$ cat config.mk
export PLATFORM = sky130hd
export DESIGN_NAME = pwr_rst_ctrl
export DESIGN_NICKNAME = d
export VERILOG_FILES = /design/src/rtl/pwr_rst_pkg.sv /design/src/rtl/wake_sync.sv /design/src/rtl/setclr_reg.sv /design/src/rtl/wake_detect.sv /design/src/rtl/pwr_rst_ctrl.sv
export SDC_FILE = /design/constraint.sdc
export NUM_CORES = 1
export LEC_CHECK = 0
export ABC_AREA = 1
export BUFFER_PORTS_ARGS = -buffer_cell sky130_fd_sc_hd__buf_2
export CELL_PAD_IN_SITES_DETAIL_PLACEMENT = 1
export CELL_PAD_IN_SITES_GLOBAL_PLACEMENT = 1
export CORE_UTILIZATION = 39
export CTS_BUF_LIST = sky130_fd_sc_hd__clkbuf_8
export CTS_CLUSTER_SIZE = 24
export DETAILED_ROUTE_END_ITERATION = 12
export PLACE_DENSITY = 0.95
export SLEW_MARGIN = 10
export SYNTH_ARGS = -nofsm -noshare
export SYNTH_HDL_FRONTEND = slang
export SYNTH_HIERARCHICAL = 1
export SYNTH_SLANG_ARGS = --single-unit
$ cat constraint.sdc
create_clock -name clk -period 2.05 [get_ports clk]
set_clock_uncertainty 0.2 [all_clocks]
set_input_delay 0.3075 -clock clk [delete_from_list [all_inputs] [get_ports clk]]
set_output_delay 0.3075 -clock clk [all_outputs]
set_load 0.1 [all_outputs]
$ cat src/rtl/pwr_rst_pkg.sv
package pwr_rst_pkg;

  localparam int REG_W    = 8;
  localparam int NUM_RAW  = 4;
  localparam int NUM_WAKE = 5;

  // Control register: reset line bit positions
  localparam int CTRL_LSB   = 2;
  localparam int CTRL_W     = 4;
  localparam int CTRL_CODEC = 0;
  localparam int CTRL_PHY   = 1;
  localparam int CTRL_WLAN  = 2;
  localparam int CTRL_BT    = 3;

  // Hibernate register bit positions
  localparam int HIB_W     = 6;
  localparam int HIB_ENTER = 0;
  localparam int WK_TOUCH  = 1;
  localparam int WK_PMIC   = 2;
  localparam int WK_IRQH   = 3;
  localparam int WK_RSTEV  = 4;
  localparam int WK_IRQL   = 5;

  localparam int VER_RSTEV = 4;
  localparam int VER_IRQL  = 7;

  typedef enum logic [1:0] {
    SEL_CTRL  = 2'd0,
    SEL_HIB   = 2'd1,
    SEL_SPARE = 2'd2,
    SEL_VOID  = 2'd3
  } reg_sel_e;

  // Writable hibernate bits for a given logic version
  function automatic logic [HIB_W-1:0] hib_mask(input int version);
    logic [HIB_W-1:0] m;
    m = '1;
    if (version < VER_RSTEV) m[WK_RSTEV] = 1'b0;
    if (version < VER_IRQL)  m[WK_IRQL]  = 1'b0;
    return m;
  endfunction

  // Any source both active and enabled
  function automatic logic wake_any(input logic [NUM_WAKE-1:0] src,
                                    input logic [NUM_WAKE-1:0] en);
    return |(src & en);
  endfunction

endpackage

$ cat src/rtl/wake_sync.sv
module wake_sync #(
  parameter int WIDTH  = 4,
  parameter int STAGES = 2
) (
  input  logic             clk,
  input  logic             rst_n,
  input  logic [WIDTH-1:0] din,
  output logic [WIDTH-1:0] dout
);

  logic [WIDTH-1:0] stg [STAGES];

  for (genvar s = 0; s < STAGES; s++) begin : g_stage
    if (s == 0) begin : g_first
      always_ff @(posedge clk or negedge rst_n) begin
        if (!rst_n) stg[s] <= '0;
        else        stg[s] <= din;
      end
    end else begin : g_next
      always_ff @(posedge clk or negedge rst_n) begin
        if (!rst_n) stg[s] <= '0;
        else        stg[s] <= stg[s-1];
      end
    end
  end

  assign dout = stg[STAGES-1];

endmodule

$ cat src/rtl/setclr_reg.sv
module setclr_reg #(
  parameter int              WIDTH = 4,
  parameter logic [WIDTH-1:0] MASK = '1
) (
  input  logic             clk,
  input  logic             rst_n,
  input  logic             wr_en,
  input  logic             clr_mode,
  input  logic [WIDTH-1:0] wdata,
  input  logic [WIDTH-1:0] force_clr,
  output logic [WIDTH-1:0] q
);

  function automatic logic [WIDTH-1:0] setclr_next(
      input logic [WIDTH-1:0] cur,
      input logic [WIDTH-1:0] data,
      input logic             clr);
    logic [WIDTH-1:0] r;
    if (clr) r = cur & ~data;
    else     r = cur | data;
    return r & MASK;
  endfunction

  logic [WIDTH-1:0] nxt;

  always_comb begin
    nxt = q;
    if (wr_en) nxt = setclr_next(q, wdata, clr_mode);
    nxt = nxt & ~force_clr;
  end

  always_ff @(posedge clk or negedge rst_n) begin
    if (!rst_n) q <= '0;
    else        q <= nxt;
  end

endmodule

$ cat src/rtl/wake_detect.sv
module wake_detect
  import pwr_rst_pkg::*;
(
  input  logic                clk,
  input  logic                rst_n,
  input  logic [HIB_W-1:0]    hib_bits,
  input  logic [NUM_WAKE-1:0] src,
  output logic                wake_fire,
  output logic                wake_pulse
);

  logic [NUM_WAKE-1:0] en;

  assign en        = hib_bits[HIB_W-1:WK_TOUCH];
  assign wake_fire = hib_bits[HIB_ENTER] & wake_any(src, en);

  always_ff @(posedge clk or negedge rst_n) begin
    if (!rst_n) wake_pulse <= 1'b0;
    else        wake_pulse <= wake_fire;
  end

endmodule

$ cat src/rtl/pwr_rst_ctrl.sv
module pwr_rst_ctrl
  import pwr_rst_pkg::*;
#(
  parameter int VERSION     = 7,
  parameter int ADDR_W      = 3,
  parameter int SYNC_STAGES = 2
) (
  input  logic              clk,
  input  logic              rst_n,
  input  logic              bus_wr,
  input  logic              bus_rd,
  input  logic [ADDR_W-1:0] bus_addr,
  input  logic [REG_W-1:0]  bus_wdata,
  output logic [REG_W-1:0]  bus_rdata,
  input  logic              touch_evt,
  input  logic              pmic_wake,
  input  logic              irq_pin,
  input  logic              rst_evt,
  output logic              codec_rst,
  output logic              phy_rst,
  output logic              wlan_rst,
  output logic              bt_rst,
  output logic              hib_req,
  output logic              wake_pulse
);

  localparam int SEL_W = ADDR_W - 1;
  localparam logic [HIB_W-1:0]  HIB_MASK = hib_mask(VERSION);
  localparam logic [REG_W-1:0]  VER_VAL  = REG_W'(VERSION);

  // Decode
  logic [SEL_W-1:0] sel;
  logic             clr_mode;
  logic             ctrl_we;
  logic             hib_we;
  logic             sel_ctrl;

  assign sel      = bus_addr[ADDR_W-1:1];
  assign clr_mode = bus_addr[0];
  assign sel_ctrl = (sel == SEL_W'(SEL_CTRL));
  assign ctrl_we  = bus_wr && sel_ctrl;
  assign hib_we   = bus_wr && (sel == SEL_W'(SEL_HIB));

  logic unused_wdata_hi;
  assign unused_wdata_hi = ^bus_wdata[REG_W-1:CTRL_LSB+CTRL_W];

  // Control register
  logic [CTRL_W-1:0] ctrl_bits;

  setclr_reg #(.WIDTH(CTRL_W), .MASK({CTRL_W{1'b1}})) u_ctrl (
    .clk       (clk),
    .rst_n     (rst_n),
    .wr_en     (ctrl_we),
    .clr_mode  (clr_mode),
    .wdata     (bus_wdata[CTRL_LSB +: CTRL_W]),
    .force_clr ({CTRL_W{1'b0}}),
    .q         (ctrl_bits)
  );

  assign codec_rst = ctrl_bits[CTRL_CODEC];
  assign phy_rst   = ctrl_bits[CTRL_PHY];
  assign wlan_rst  = ctrl_bits[CTRL_WLAN];
  assign bt_rst    = ctrl_bits[CTRL_BT];

  // Hibernate register
  logic [HIB_W-1:0] hib_bits;
  logic [HIB_W-1:0] hib_force;
  logic             wake_fire;

  always_comb begin
    hib_force            = '0;
    hib_force[HIB_ENTER] = wake_fire;
  end

  setclr_reg #(.WIDTH(HIB_W), .MASK(HIB_MASK)) u_hib (
    .clk       (clk),
    .rst_n     (rst_n),
    .wr_en     (hib_we),
    .clr_mode  (clr_mode),
    .wdata     (bus_wdata[HIB_W-1:0]),
    .force_clr (hib_force),
    .q         (hib_bits)
  );

  assign hib_req = hib_bits[HIB_ENTER];

  // Wake sources
  logic [NUM_RAW-1:0]  raw_in;
  logic [NUM_RAW-1:0]  raw_s;
  logic [NUM_WAKE-1:0] src;

  assign raw_in = {rst_evt, irq_pin, pmic_wake, touch_evt};

  wake_sync #(.WIDTH(NUM_RAW), .STAGES(SYNC_STAGES)) u_sync (
    .clk   (clk),
    .rst_n (rst_n),
    .din   (raw_in),
    .dout  (raw_s)
  );

  // src bit i is enabled by hibernate bit i+1
  assign src = {~raw_s[2], raw_s[3], raw_s[2], raw_s[1], raw_s[0]};

  wake_detect u_wake (
    .clk        (clk),
    .rst_n      (rst_n),
    .hib_bits   (hib_bits),
    .src        (src),
    .wake_fire  (wake_fire),
    .wake_pulse (wake_pulse)
  );

  // Read port
  always_ff @(posedge clk or negedge rst_n) begin
    if (!rst_n)      bus_rdata <= '0;
    else if (bus_rd) bus_rdata <= sel_ctrl ? VER_VAL : '0;
  end

endmodule

==> results.json <==
{
  "cts_buffer_depth": 2,
  "final-hold-violation-count": 0,
  "place.detailed.hpwl_um": 1450,
  "postSynthCellCount": 103,
  "dr.first_iter.drc_count": 8,
  "wire_per_inst_um": 12.6,
  "max_slew_margin": 0.649,
  "yosys_register_bits": 20,
  "worst_skew_pair.late_latency_ns": 0.25,
  "route.detailed.drc": 0,
  "die_y_um": 50.0,
  "cts_sinks": 20,
  "rows": 17,
  "number_of_buffers_created_by_cts": 3,
  "hold_path.startpoint": "bus_rd",
  "yosysWarningCount": 6,
  "drtPass1Iterations": 4,
  "antenna_found_initial": 0,
  "pin_count_of_the_biggest_net_entering_global_routing": 21,
  "postRouteWirelength_um": 2100,
  "layout-drive-gt1-share": 0.232,
  "clk_pin_slew_ns": 0.07,
  "insertedDiodeCount": 0,
  "r2r_setup_slack_ns": 0.81,
  "htree_num_levels": 1,
  "worst_ir_drop_vdd_mv": 0.489,
  "vias_in_the_first_global_route": 845,
  "port_buffers": 25,
  "area.growth.synth_to_final_pct": 26.6,
  "grt_overflow_total": 0,
  "cts_post_setup_buffers_inserted": 0,
  "max_freq_mhz": 628,
  "core_region_area_um2": 2190,
  "gp_routability_congestion": 0.701,
  "number_of_nets_with_antenna_violations_after_routing": 0,
  "die-width_um": 50.0,
  "start_util": 0.411,
  "synthesis.area_per_instance_um2": 8.73,
  "synth.yosys.seq_area_share": 0.556,
  "outcome": "complete, no violations",
  "cpPeakStageDelay_ns": 0.44,
  "hold-path-cell-count": 3,
  "worst_path_max_delay_cell": "sky130_fd_sc_hd__buf_2",
  "setup.worst_path.end_class": "output pin",
  "final-max-slew-violation-count": 0,
  "worst-path-buf-inv": 1,
  "syn_area_um2": 900,
  "clock_tree_root_driver_cell": "sky130_fd_sc_hd__clkbuf_8",
  "post-route-period-util": 0.777,
  "cp_data_required_time_ns": 1.54,
  "layout.cells.most_common_list": "sky130_fd_sc_hd__buf_2, sky130_fd_sc_hd__dfrtp_1, sky130_fd_sc_hd__nand2_1, sky130_fd_sc_hd__nor2_1, sky130_fd_sc_hd__conb_1",
  "period_needed_ns": 1.59,
  "rr_endpoint": "u_hib/q[0]",
  "critical_path.startpoint_type": "register",
  "cp_top_family": "buffers and inverters",
  "synth_top_area_share": 0.556,
  "nets": 158,
  "worst_min_delay_path_class": "primary input to register",
  "yosys.area.top_type": "sky130_fd_sc_hd__dfrtp_1",
  "worst-slew-pin-transition_ns": 0.525,
  "max-cap-violations": 0,
  "category_of_the_most_critical_setup_path": "register to output pin",
  "cts.repair.resized": 0,
  "die_area_um2": 2500,
  "grt.total_usage": 0.194,
  "synth_cell_type_count": 12,
  "critical_path_cell_list": "buf_2",
  "crit_path_max_fanout": 4,
  "mostFrequentLayoutCell": "sky130_fd_sc_hd__buf_2",
  "reg2reg_from": "u_sync/dout[2]",
  "num_io_pins": 33,
  "cells_on_worst_reg2reg_path": 8,
  "fin_tns_setup_ns": 0,
  "fin_util": 0.520,
  "p_leak_nw": 0.597,
  "cts_tree": "built",
  "yosys-top-cells-area": "sky130_fd_sc_hd__dfrtp_1, sky130_fd_sc_hd__buf_4, sky130_fd_sc_hd__nand2_1",
  "data_arrival_time_of_the_worst_path_ns": 1.08,
  "vias": 752,
  "post_drt_via_cell_ratio": 4.53,
  "grt_first_pass_wirelength_um": 3570,
  "timing.final.setup_violations": 0,
  "power_density_nw_per_um2": 952,
  "rsz0062_at_grt": "false",
  "hold_path_end": "bus_rdata[1]"
}
## through the flow
stage	hold slack (ns)	setup slack, ns	instance area, um^2	total power, mW	instances
after floorplan	-0.188	0.186	948	0.654	116
after global placement	0.0710	0.621	1020	0.686	157
after detailed placement	0.0774	0.545	1020	0.694	157
after CTS	0.0611	0.450	1140	1.09	166
after global routing	0.0783	0.416	1140	1.12	166
final	0.0599	0.458	1140	1.08	166
## power by group
group          switching [mW]  total, mW  internal [mW]
clock network           0.127      0.388          0.260
logic                   0.219      0.265         0.0469
registers              0.0126      0.431          0.419
## area by class of cell
class,count,area [um^2]
well taps,28,35.0
multi-input cells,70,300
inverters,13,48.8
clock inverters,1,30.0
flip-flops and latches,20,500
fillers,272,1050
repair buffers,31,183
clock buffers,3,41.3
## worst max-delay path by stage
stage	cells past startpoint	to	from	slack [ns]
6_report	1	bus_rdata[1]	bus_rdata[1]	0.46
5_1_grt	1	bus_rdata[0]	bus_rdata[1]	0.42
3_3_place_gp	5	u_ctrl/q[3]	bus_addr[2]	0.62
3_5_place_dp	5	u_ctrl/q[0]	bus_addr[2]	0.55
4_1_cts	1	bus_rdata[1]	bus_rdata[1]	0.45
2_1_floorplan	1	bus_rdata[1]	bus_rdata[1]	0.19
## synthesized netlist by cell type
library cell / n
sky130_fd_sc_hd__nand2_1: 19
sky130_fd_sc_hd__buf_4: 11
sky130_fd_sc_hd__nand3_1: 11
sky130_fd_sc_hd__a21oi_1: 10
sky130_fd_sc_hd__nor3b_2: 1
sky130_fd_sc_hd__buf_2: 1
sky130_fd_sc_hd__nand2_2: 1
sky130_fd_sc_hd__buf_6: 1
sky130_fd_sc_hd__dfrtp_1: 20
sky130_fd_sc_hd__inv_1: 13
sky130_fd_sc_hd__conb_1: 1
sky130_fd_sc_hd__nor2_1: 14
## metal layers
| layer | track usage | share of wire | up-vias |
|---|---|---|---|
| met5 | 0 | 0 | - |
| met4 | 0.105 | 0.021 | 0 |
| met3 | 0.0494 | 0.051 | 6 |
| met2 | 0.342 | 0.55 | 28 |
| met1 | 0.208 | 0.38 | 358 |
| li1 | - | - | 360 |
## what timing repair did
item | 4_1_cts | 5_1_grt
endpoints found under the hold margin | 24 | 0
hold buffers | 5 | 0
setup endpoints to repair | 0 | 0
## registers in the layout, indices dropped and copies added (netlist names)
register,count
u_sync/stg,4
u_sync/dout,4
u_wake/wake_pulse,1
bus_rdata,1
u_hib/q,6
u_ctrl/q,4
## worst reg2reg max path: cells and delay by family, from the launching register on
family | cells | cell delay [ns]
buffers and inverters | 2 | 0.12
DFF | 1 | 0.40
and+or+nand+nor | 6 | 0.42
## cells by family (layout without fill, tap and decap cells)
| family | after synthesis | count (layout) | share of synthesized area |
|---|---|---|---|
| buffers and inverters | 26 | 48 | 0.164 |
| other | 1 | 14 | 0.00417 |
| AO/OA/AOI/OAI | 10 | 10 | 0.0556 |
| flip-flops | 20 | 20 | 0.556 |
| AND/OR/NAND/NOR | 46 | 46 | 0.220 |
No activity file was read; power rests on OpenSTA's default activity.
